--- config.mk ---
export PLATFORM = sky130hd
export DESIGN_NAME = key_store_ctrl
export DESIGN_NICKNAME = d
export VERILOG_FILES = /design/src/rtl/ks_pkg.sv /design/src/rtl/ks_mem.sv /design/src/rtl/ks_write_ctrl.sv /design/src/rtl/ks_load_ctrl.sv /design/src/rtl/key_store_ctrl.sv
export SDC_FILE = /design/constraint.sdc
export NUM_CORES = 2
export LEC_CHECK = 0
export BUFFER_PORTS_ARGS = -buffer_cell sky130_fd_sc_hd__buf_2
export CAP_MARGIN = 30
export CORE_MARGIN = 2
export CORE_UTILIZATION = 46
export CTS_CLUSTER_SIZE = 24
export DETAILED_ROUTE_END_ITERATION = 16
export GPL_ROUTABILITY_DRIVEN = 1
export GPL_TIMING_DRIVEN = 0
export PLACE_DENSITY_LB_ADDON = 0.15
export SETUP_SLACK_MARGIN = 0.2
export SLEW_MARGIN = 20
export SYNTH_ARGS = -nofsm -noshare
export SYNTH_HDL_FRONTEND = slang
export SYNTH_HIERARCHICAL = 1
export SYNTH_SLANG_ARGS = --single-unit
--- constraint.sdc ---
create_clock -name clk -period 3.35 [get_ports clk]
set_input_delay 0.335 -clock clk [delete_from_list [all_inputs] [get_ports clk]]
set_output_delay 0.335 -clock clk [all_outputs]
set_load 0.01 [all_outputs]
--- src/rtl/ks_pkg.sv ---
package ks_pkg;

   typedef enum logic [1:0] {
      LD_IDLE = 2'd0,
      LD_XFER = 2'd1,
      LD_DONE = 2'd2
   } ld_state_e;

   localparam int ERR_W      = 2;
   localparam int ERR_WR_BIT = 0;
   localparam int ERR_LD_BIT = 1;

endpackage

--- src/rtl/ks_mem.sv ---
module ks_mem #(
   parameter int NUM_ENTRIES   = 8,
   parameter int WORD_W        = 32,
   parameter int WORDS_PER_KEY = 4,
   localparam int IDX_W        = $clog2(NUM_ENTRIES),
   localparam int BEAT_W       = $clog2(WORDS_PER_KEY)
) (
   input  logic              clk,
   input  logic              rst_n,
   input  logic              wr_en_i,
   input  logic [IDX_W-1:0]  wr_entry_i,
   input  logic [BEAT_W-1:0] wr_beat_i,
   input  logic [WORD_W-1:0] wr_data_i,
   input  logic [IDX_W-1:0]  rd_entry_i,
   input  logic [BEAT_W-1:0] rd_beat_i,
   output logic [WORD_W-1:0] rd_data_o
);

   localparam int DEPTH = NUM_ENTRIES * WORDS_PER_KEY;

   logic [WORD_W-1:0] word_q [DEPTH];

   for (genvar e = 0; e < NUM_ENTRIES; e++) begin : g_entry
      for (genvar b = 0; b < WORDS_PER_KEY; b++) begin : g_word
         logic hit;
         assign hit = wr_en_i
                   && (wr_entry_i == IDX_W'(e))
                   && (wr_beat_i  == BEAT_W'(b));
         always_ff @(posedge clk or negedge rst_n) begin
            if (!rst_n) begin
               word_q[e*WORDS_PER_KEY + b] <= '0;
            end else if (hit) begin
               word_q[e*WORDS_PER_KEY + b] <= wr_data_i;
            end
         end
      end
   end

   always_comb begin
      rd_data_o = '0;
      for (int e = 0; e < NUM_ENTRIES; e++) begin
         for (int b = 0; b < WORDS_PER_KEY; b++) begin
            if (rd_entry_i == IDX_W'(e) && rd_beat_i == BEAT_W'(b)) begin
               rd_data_o = word_q[e*WORDS_PER_KEY + b];
            end
         end
      end
   end

endmodule

--- src/rtl/ks_write_ctrl.sv ---
module ks_write_ctrl #(
   parameter int NUM_ENTRIES   = 8,
   parameter int WORD_W        = 32,
   parameter int WORDS_PER_KEY = 4,
   localparam int IDX_W        = $clog2(NUM_ENTRIES),
   localparam int BEAT_W       = $clog2(WORDS_PER_KEY),
   localparam int CNT_W        = $clog2(WORDS_PER_KEY + 1)
) (
   input  logic                   clk,
   input  logic                   rst_n,
   input  logic                   area_we_i,
   input  logic [NUM_ENTRIES-1:0] area_wdata_i,
   input  logic                   vclr_we_i,
   input  logic [NUM_ENTRIES-1:0] vclr_mask_i,
   input  logic                   dma_valid_i,
   input  logic [WORD_W-1:0]      dma_data_i,
   input  logic                   dma_done_i,
   output logic [NUM_ENTRIES-1:0] area_sel_o,
   output logic [NUM_ENTRIES-1:0] valid_map_o,
   output logic                   wr_err_evt_o,
   output logic                   mem_wr_en_o,
   output logic [IDX_W-1:0]       mem_wr_entry_o,
   output logic [BEAT_W-1:0]      mem_wr_beat_o,
   output logic [WORD_W-1:0]      mem_wr_data_o
);

   localparam logic [CNT_W-1:0] CNT_FULL = CNT_W'(WORDS_PER_KEY);

   logic [NUM_ENTRIES-1:0] area_q;
   logic [NUM_ENTRIES-1:0] valid_q;
   logic                   armed_q;
   logic                   fault_q;
   logic [CNT_W-1:0]       cnt_q;

   logic [IDX_W-1:0]       area_idx;
   logic                   sel_ok;
   logic                   beat_ok;
   logic                   beat_bad;
   logic [CNT_W-1:0]       cnt_nxt;
   logic                   fault_nxt;
   logic                   done_ok;
   logic [NUM_ENTRIES-1:0] set_mask;
   logic [NUM_ENTRIES-1:0] clr_mask;

   always_comb begin
      area_idx = '0;
      for (int i = 0; i < NUM_ENTRIES; i++) begin
         if (area_q[i]) area_idx = IDX_W'(i);
      end
   end

   assign sel_ok    = $onehot(area_wdata_i);
   assign beat_ok   = dma_valid_i && armed_q && (cnt_q < CNT_FULL)
                   && !valid_q[area_idx];
   assign beat_bad  = dma_valid_i && !beat_ok;
   assign cnt_nxt   = cnt_q + CNT_W'(beat_ok);
   assign fault_nxt = fault_q || beat_bad;
   assign done_ok   = dma_done_i && armed_q && !fault_nxt && (cnt_nxt == CNT_FULL);
   assign set_mask  = done_ok ? area_q : '0;
   assign clr_mask  = vclr_we_i ? vclr_mask_i : '0;

   assign wr_err_evt_o = dma_done_i && !done_ok && (armed_q || fault_nxt);

   always_ff @(posedge clk or negedge rst_n) begin
      if (!rst_n) begin
         area_q  <= '0;
         armed_q <= 1'b0;
         fault_q <= 1'b0;
         cnt_q   <= '0;
      end else if (area_we_i) begin
         area_q  <= sel_ok ? area_wdata_i : '0;
         armed_q <= sel_ok;
         fault_q <= 1'b0;
         cnt_q   <= '0;
      end else if (dma_done_i) begin
         armed_q <= 1'b0;
         fault_q <= 1'b0;
         cnt_q   <= '0;
      end else begin
         fault_q <= fault_nxt;
         cnt_q   <= cnt_nxt;
      end
   end

   always_ff @(posedge clk or negedge rst_n) begin
      if (!rst_n) begin
         valid_q <= '0;
      end else begin
         valid_q <= (valid_q | set_mask) & ~clr_mask;
      end
   end

   assign area_sel_o     = area_q;
   assign valid_map_o    = valid_q;
   assign mem_wr_en_o    = beat_ok;
   assign mem_wr_entry_o = area_idx;
   assign mem_wr_beat_o  = cnt_q[BEAT_W-1:0];
   assign mem_wr_data_o  = dma_data_i;

endmodule

--- src/rtl/ks_load_ctrl.sv ---
module ks_load_ctrl
   import ks_pkg::*;
#(
   parameter int NUM_ENTRIES   = 8,
   parameter int WORDS_PER_KEY = 4,
   localparam int IDX_W        = $clog2(NUM_ENTRIES),
   localparam int BEAT_W       = $clog2(WORDS_PER_KEY)
) (
   input  logic                   clk,
   input  logic                   rst_n,
   input  logic                   ld_req_i,
   input  logic [IDX_W-1:0]       ld_idx_i,
   input  logic [NUM_ENTRIES-1:0] valid_map_i,
   output logic [IDX_W-1:0]       rd_entry_o,
   output logic [BEAT_W-1:0]      rd_beat_o,
   output logic                   xfer_o,
   output logic                   done_o,
   output logic                   busy_o,
   output logic                   ld_err_evt_o
);

   localparam logic [BEAT_W-1:0] LAST_BEAT = BEAT_W'(WORDS_PER_KEY - 1);

   ld_state_e         state_q;
   logic [IDX_W-1:0]  idx_q;
   logic [BEAT_W-1:0] beat_q;
   logic              take;
   logic              hit;

   assign take = ld_req_i && (state_q == LD_IDLE);
   assign hit  = (int'(ld_idx_i) < NUM_ENTRIES) && valid_map_i[ld_idx_i];

   always_ff @(posedge clk or negedge rst_n) begin
      if (!rst_n) begin
         state_q <= LD_IDLE;
         idx_q   <= '0;
         beat_q  <= '0;
      end else begin
         unique case (state_q)
            LD_IDLE: begin
               if (take && hit) begin
                  state_q <= LD_XFER;
                  idx_q   <= ld_idx_i;
                  beat_q  <= '0;
               end
            end
            LD_XFER: begin
               beat_q <= beat_q + 1'b1;
               if (beat_q == LAST_BEAT) state_q <= LD_DONE;
            end
            default: state_q <= LD_IDLE;
         endcase
      end
   end

   assign rd_entry_o   = idx_q;
   assign rd_beat_o    = beat_q;
   assign xfer_o       = (state_q == LD_XFER);
   assign done_o       = (state_q == LD_DONE);
   assign busy_o       = (state_q != LD_IDLE);
   assign ld_err_evt_o = take && !hit;

endmodule

--- src/rtl/key_store_ctrl.sv ---
module key_store_ctrl
   import ks_pkg::*;
#(
   parameter int NUM_ENTRIES   = 8,
   parameter int WORD_W        = 32,
   parameter int WORDS_PER_KEY = 4,
   localparam int IDX_W        = $clog2(NUM_ENTRIES),
   localparam int BEAT_W       = $clog2(WORDS_PER_KEY)
) (
   input  logic                   clk,
   input  logic                   rst_n,
   input  logic                   area_we_i,
   input  logic [NUM_ENTRIES-1:0] area_wdata_i,
   input  logic                   vclr_we_i,
   input  logic [NUM_ENTRIES-1:0] vclr_mask_i,
   input  logic [ERR_W-1:0]       err_clr_i,
   input  logic                   dma_valid_i,
   input  logic [WORD_W-1:0]      dma_data_i,
   input  logic                   dma_done_i,
   input  logic                   ld_req_i,
   input  logic [IDX_W-1:0]       ld_idx_i,
   output logic [NUM_ENTRIES-1:0] area_sel_o,
   output logic [NUM_ENTRIES-1:0] valid_map_o,
   output logic [ERR_W-1:0]       err_status_o,
   output logic                   ld_busy_o,
   output logic                   key_valid_o,
   output logic [WORD_W-1:0]      key_word_o,
   output logic                   ld_done_o
);

   if (NUM_ENTRIES < 2) begin : g_bad_entries
      $error("key_store_ctrl: NUM_ENTRIES must be at least 2");
   end
   if (WORDS_PER_KEY < 2) begin : g_bad_words
      $error("key_store_ctrl: WORDS_PER_KEY must be at least 2");
   end
   if (WORD_W < 8) begin : g_bad_width
      $error("key_store_ctrl: WORD_W must be at least 8");
   end

   logic              mem_wr_en;
   logic [IDX_W-1:0]  mem_wr_entry;
   logic [BEAT_W-1:0] mem_wr_beat;
   logic [WORD_W-1:0] mem_wr_data;
   logic [IDX_W-1:0]  rd_entry;
   logic [BEAT_W-1:0] rd_beat;
   logic [WORD_W-1:0] rd_data;
   logic              wr_err_evt;
   logic              ld_err_evt;
   logic              xfer;
   logic [ERR_W-1:0]  err_q;
   logic [ERR_W-1:0]  err_set;

   ks_write_ctrl #(
      .NUM_ENTRIES   (NUM_ENTRIES),
      .WORD_W        (WORD_W),
      .WORDS_PER_KEY (WORDS_PER_KEY)
   ) i_wr (
      .clk            (clk),
      .rst_n          (rst_n),
      .area_we_i      (area_we_i),
      .area_wdata_i   (area_wdata_i),
      .vclr_we_i      (vclr_we_i),
      .vclr_mask_i    (vclr_mask_i),
      .dma_valid_i    (dma_valid_i),
      .dma_data_i     (dma_data_i),
      .dma_done_i     (dma_done_i),
      .area_sel_o     (area_sel_o),
      .valid_map_o    (valid_map_o),
      .wr_err_evt_o   (wr_err_evt),
      .mem_wr_en_o    (mem_wr_en),
      .mem_wr_entry_o (mem_wr_entry),
      .mem_wr_beat_o  (mem_wr_beat),
      .mem_wr_data_o  (mem_wr_data)
   );

   ks_mem #(
      .NUM_ENTRIES   (NUM_ENTRIES),
      .WORD_W        (WORD_W),
      .WORDS_PER_KEY (WORDS_PER_KEY)
   ) i_mem (
      .clk        (clk),
      .rst_n      (rst_n),
      .wr_en_i    (mem_wr_en),
      .wr_entry_i (mem_wr_entry),
      .wr_beat_i  (mem_wr_beat),
      .wr_data_i  (mem_wr_data),
      .rd_entry_i (rd_entry),
      .rd_beat_i  (rd_beat),
      .rd_data_o  (rd_data)
   );

   ks_load_ctrl #(
      .NUM_ENTRIES   (NUM_ENTRIES),
      .WORDS_PER_KEY (WORDS_PER_KEY)
   ) i_ld (
      .clk          (clk),
      .rst_n        (rst_n),
      .ld_req_i     (ld_req_i),
      .ld_idx_i     (ld_idx_i),
      .valid_map_i  (valid_map_o),
      .rd_entry_o   (rd_entry),
      .rd_beat_o    (rd_beat),
      .xfer_o       (xfer),
      .done_o       (ld_done_o),
      .busy_o       (ld_busy_o),
      .ld_err_evt_o (ld_err_evt)
   );

   always_comb begin
      err_set             = '0;
      err_set[ERR_WR_BIT] = wr_err_evt;
      err_set[ERR_LD_BIT] = ld_err_evt;
   end

   always_ff @(posedge clk or negedge rst_n) begin
      if (!rst_n) begin
         err_q <= '0;
      end else begin
         err_q <= (err_q & ~err_clr_i) | err_set;
      end
   end

   assign err_status_o = err_q;
   assign key_valid_o  = xfer;
   assign key_word_o   = xfer ? rd_data : '0;

endmodule

# Yosys cells after proc, flatten, opt, wreduce, memory -nomap -nowiden
# Cells that the tools add are included.
# Widths: inputs -> output; s select.
# op_classes
add_sub_neg,9
mul,0
div_mod_pow,0
order_cmp,3
n_eq_ne,26
shift,0
muxes,58
bitwise_logic,6
reduce_logical,102
# op_table
cell,count
$mux 32,33
$logic_and 1x1->1,84
$eq 3x3->1 const B,9
$mux 3,8
$mux 8,3
$add 4x4->4,3
$eq 3x2->1 const B,4
$eq 2x2->1 const B,5
$add 1x1->2,4
$and 8x8->8,1
$lt 3x4->1 const B,2
$not 8->8,1
$or 8x8->8,1
$pmux 2 s2,2
$mux 1,7
$bmux 1 s3,2
$eq 2x1->1 const B,3
$eq 3x1->1 const B,2
$logic_not 2->1,3
$logic_not 3->1,2
$mux 2,3
$reduce_and 2->1,3
$reduce_bool 2->1,3
$logic_not 1->1,5
10 further kinds,11
# word_totals
ff_bits,1054
latch_bits,0
mem_bits_rw,0
rom_bits,0
inputBits,60
output_inout_bits,53
wordCells,245
mem_count,0

# Depth between registers and ports, before layout
# depth
ltp_word,35
ltp_mapped,13
mapped_depth_nobuf,13

# Hierarchy
# Netlist, hierarchy kept.
# by_module_without_submodules
module,instances,cells_per_inst,area_per_inst_um2,seq_area_each_um2
ks_mem,1,3860,47540.6,25624.6
ks_write_ctrl,1,179,1544.0,525.5
ks_load_ctrl,1,36,421.7,175.2
key_store_ctrl,1,41,327.8,50.0

# Worst setup path before layout
# No wires, ideal clock.
# synth_timing
path_kind,reg2reg
startpoint,"register i_wr.area_q[5], in the netlist i_wr/area_sel_o[5]"
endpoint,"register err_q[0], in the netlist err_status_o[0]"
t_arrival_ps,3430
required_ps,3232
setup_slack_ps,-198
path_stages_with_launch,12
period_less_slack_ps,3548
path_cell_list,dfrtp_1 buf_6 or3_1 a221oi_2 nor3_1 nor3_1 ha_1 ha_1 nor4_1 nor2b_1 o21a_1 a21o_1
# synth_between
elab_chain_len,17
# synth_rtl
element,line,source
start: declaration,ks_write_ctrl.sv:29,logic [NUM_ENTRIES-1:0] area_q;
start signal: assignment,ks_write_ctrl.sv:71,area_q <= sel_ok ? area_wdata_i : '0;
$mux 3 * (3 in a row),ks_write_ctrl.sv:48,if (area_q[i]) area_idx = IDX_W'(i);
$bmux 1 s3 *,ks_write_ctrl.sv:54,&& !valid_q[area_idx];
$mux 1 (not written as such) *,ks_write_ctrl.sv:54,
$logic_not 1->1 *,ks_write_ctrl.sv:54,
$logic_and 1x1->1 *,ks_write_ctrl.sv:54,
net mem_wr_en,key_store_ctrl.sv:41,logic mem_wr_en;
"parallel branches: the longest is 8 deep, another holds $add 3x1->3",-,
$logic_and 1x1->1 *,ks_write_ctrl.sv:62,assign wr_err_evt_o = dma_done_i && !done_ok && (armed_q || fault_nxt);
net wr_err_evt,key_store_ctrl.sv:48,logic wr_err_evt;
$or 2x2->2 *,key_store_ctrl.sv:120,err_q <= (err_q & ~err_clr_i) | err_set;
end signal: assignment,key_store_ctrl.sv:120,
end: declaration,key_store_ctrl.sv:51,logic [ERR_W-1:0] err_q;
# Mark *: on every way through the listed nets, which the timed path passes. The select of a mux whose other input is x is not followed.
# A chain may end at the register's enable or synchronous reset.

# Worst setup path after layout
# layout_timing
startpoint,"register i_ld.beat_q[0], in the netlist i_ld/rd_beat_o[0]"
endpoint,output key_word_o[18]
# layout_between
elab_chain_len,35
# layout_rtl
element,line,source
start: declaration,ks_load_ctrl.sv:26,logic [BEAT_W-1:0] beat_q;
start signal: assignment,ks_load_ctrl.sv:48,beat_q <= beat_q + 1'b1;
$logic_not 2->1,ks_mem.sv:43,if (rd_entry_i == IDX_W'(e) && rd_beat_i == BEAT_W'(b)) begin
$logic_and 1x1->1,ks_mem.sv:43,
$mux 32 (31 in a row),ks_mem.sv:43,
$mux 32 *,ks_mem.sv:43,
net rd_data[18],key_store_ctrl.sv:47,logic [WORD_W-1:0] rd_data;
$mux 32 *,key_store_ctrl.sv:126,assign key_word_o = xfer ? rd_data : '0;
end: declaration,key_store_ctrl.sv:27,"output logic [WORD_W-1:0] key_word_o,"
# The timed path passes the listed nets; every way through them passes the cells marked *.

==> run summary <==
Outcome -> finished, violations left
Failing checks -> negative setup slack
Compound-Gate Fraction of Synth Area -> 11.5%
Final period utilization -> 122%
Slew @ Worst Pin -> 1.11 ns
Multi-input gate area -> 0.0248 mm²
Synth warn -> 6
Setup ws final -> -0.725 ns
Post-route cell area -> 0.0666 mm²
Pwr per Cell Area -> 836 mW/mm²
Post-route insts no fill -> 6240
Most common cell in the netlist -> dfrtp_1
Finish-stage setup viols -> 32
Initial antenna violation count -> 19
Max Fclk -> 245 MHz
Core Region -> 0.107 mm²
GRT Util Overall -> 42.5%
Total of max-cap violations -> 0
CTS sink cnt -> 1054
Share of cells above drive strength 1 -> 50.6%
Final Skew -> 0.0290 ns
Crit-path max FO -> 10
Required time worst endpoint -> 3.01 ns
Top cell type's share of synthesized area -> 52.9%
Drt wl/cell -> 39.5 µm
Cell count after synthesis -> 4116
Crit path launch -> i_ld/rd_beat_o[0]
Synthesized cell area -> 0.0498 mm²
Final hold vios -> 0
Floorplan row count -> 120
WL final -> 246000 µm
Xor and xnor area share after synthesis -> 0.0176%
Post-synth net total -> 4186
Seq. cell area -> 0.0264 mm²
Crit Path Category -> reg -> out
Area leader, netlist -> dfrtp_1
FF-to-FF path depth -> 11
Crit path DAT -> 3.74 ns
Die ar. -> 0.111 mm²
End of the critical path -> key_word_o[18]
GR Overflow Total -> 0
R2R Setup Slk -> 0.16 ns
Unrepaired setup endpoints after global routing -> true
GP Congestion -> 1.01
Worst-path clk slew -> 0.06 ns
Adder-Cell Fraction of Synth Area -> 0.311%
Worst flop-to-flop path endpoint -> i_mem/word_q[722]
Remaining routing DRC violations -> 0
Root buffer cell -> clkbuf_16
Vias per cell -> 6.90
Sequential share of the synthesized area -> 52.9%
Largest family of logic cells by synthesized area -> multiplexers
Critical Path End Type -> primary output
Leakage -> 31.6 nW
Simple-Gate Fraction of Synth Area -> 6.75%
Via Count -> 43061
Top_reg_cell synth -> dfrtp_1
Mux contribution to synthesized area -> 24.6%
Hold Path Class -> in -> reg
PortBufs -> 78
Number of synthesized flops with an enable pin -> 0
Post-DP Area -> 0.0527 mm²
Worst-Skew Late Latency -> 0.74 ns
Tmin final -> 4.07 ns
CTS max path bufs -> 3
Max IR drop VDD -> 0.000650 V
Initial DRC count -> 6707
Synth cell types -> 97
Htree depth -> 3
#FFs+latches synth -> 1054
Syn avg cell area -> 12.1 µm²
CTS tree -> done
Largest net degree at the start of global routing -> 133
Asr flop ratio synth -> 100%
Vias in the first global route -> 40572
Total CTS buffers -> 115
Startpoint Class -> flop
Fill count -> 8394
Count of pins over their slew limit -> 0
Synth area leaders -> dfrtp_1, mux2_2, a21oi_1
I/O pin count -> 113
Detailed Place HPWL -> 162000 µm
Initial Utilization -> 46.5%
DRT Pass-1 Iters -> 6
Slew margin rel. -> 25.8%
Post-synth top cells -> dfrtp_1, mux2_2, a21oi_1
Fin nets -> 4794
Die Y-Extent -> 333 µm
P&R area growth vs syn -> 33.7%
Placed Instances -> 5634
Chip width -> 333 µm
Worst flop-to-flop path startpoint -> i_wr/area_sel_o[1]
Post-route ant nets -> 0
First-pass GRT wire length -> 328000 µm
## metrics by stage
stage / setup WS [ns] / power, mW / hold WS, ns / util [%] / setup TNS, ns
after floorplan: 0.211 / 22.1 / 0.0394 / - / 0
after global placement: -22.13 / 31.1 / 0.458 / 48.5 / -
after detailed placement: -1.58 / 31.5 / 0.314 / 49.1 / -773.18
after CTS: -0.568 / 51.0 / 0.00763 / 59.4 / -15.45
after global routing: -0.706 / 56.0 / 0.0465 / 62.1 / -18.27
final: -0.725 / 55.7 / 0.0271 / 62.2 / -18.24
## report_power, final
part           total (mW)  switching [mW]  internal (mW)
registers            14.6           0.771           13.9
clock network        13.7            5.58           8.17
logic                27.3            17.1           10.2
## flip-flops by register name, summed over array words and instances, names as in the netlist
signal,cells
i_wr/valid_map_o,8
i_mem/word_q,1024
i_wr/area_sel_o,8
i_wr/cnt_q,3
i_ld/state_q,2
i_ld/rd_beat_o,2
err_status_o,2
i_wr/fault_q,1
i_wr/armed_q,1
i_ld/rd_entry_o,3
## cells by family after synthesis
group                    after synthesis
XOR/XNOR                               1
AO/OA/AOI/OAI                        869
adder cells (fa/ha/maj)               10
AND/OR/NAND/NOR                      670
multiplexers                        1087
flip-flops                          1054
buffers and inverters                425
## area by class of cell
cell class	count	share of cell area [%]
sequential	1054	39.6
multi-input combinational	2637	37.2
timing repair buffer	492	7.88
buffer	390	6.30
clock buffer	167	5.16
tap	1403	2.63
clock inverter	48	0.952
inverter	34	0.242
antenna	15	0.0563
## layer usage
metal / global-route usage (%) / part of all wire [%]
met1: 54.9 / 36
met4: 30.4 / 9.6
met2: 58.7 / 40
met3: 15.4 / 14
met5: 0 / 0.11
## timing repair
item / CTS / global route
pin swaps: 152 / 155
endpoints found under the hold margin: 170 / 0
endpoints found under the setup margin: 1064 / 918
gates cloned: 12 / 17
resized for setup: 1163 / 373
hold buffers: 55 / 0
buffers inserted: 191 / 102
## layout by cell type (no fill, tap or decap), drive strengths merged, types with 33 or more instances in the layout
cell type / instances
mux2: 1035
a221oi: 51
inv: 33
dfrtp: 1054
a22oi: 63
nor2: 169
nor3: 61
buf: 644
and2: 43
o22ai: 108
mux2i: 47
nand2: 196
dlygate4sd3: 55
a21oi: 197
nand3: 53
clkbuf: 350
o21ai: 191
## critical path, cell delays in order (launching register included)
cell      delay [ns]
dfrtp_2         0.57
or2_2           0.18
buf_6           0.22
nor2_4          0.10
buf_4           0.17
a222oi_1        0.41
a21oi_2         0.19
o211ai_1        0.43
a41oi_2         0.24
o21a_1          0.24
and2_4          0.15
buf_6           0.11
## how the worst min path moves through the flow
stage | startpoint | to | slack (ns) | cells past startpoint
floorplan | rst_n | err_status_o[0] | 0.04 | 0
detailed placement | rst_n | i_mem/word_q[935] | 0.31 | 1
CTS | ld_req_i | err_status_o[1] | 0.008 | 4
finish | ld_req_i | err_status_o[1] | 0.03 | 4
global route | ld_req_i | err_status_o[1] | 0.05 | 4
global placement | err_status_o[1] | err_status_o[1] | 0.46 | 1
(Power assumes the default switching activity.)
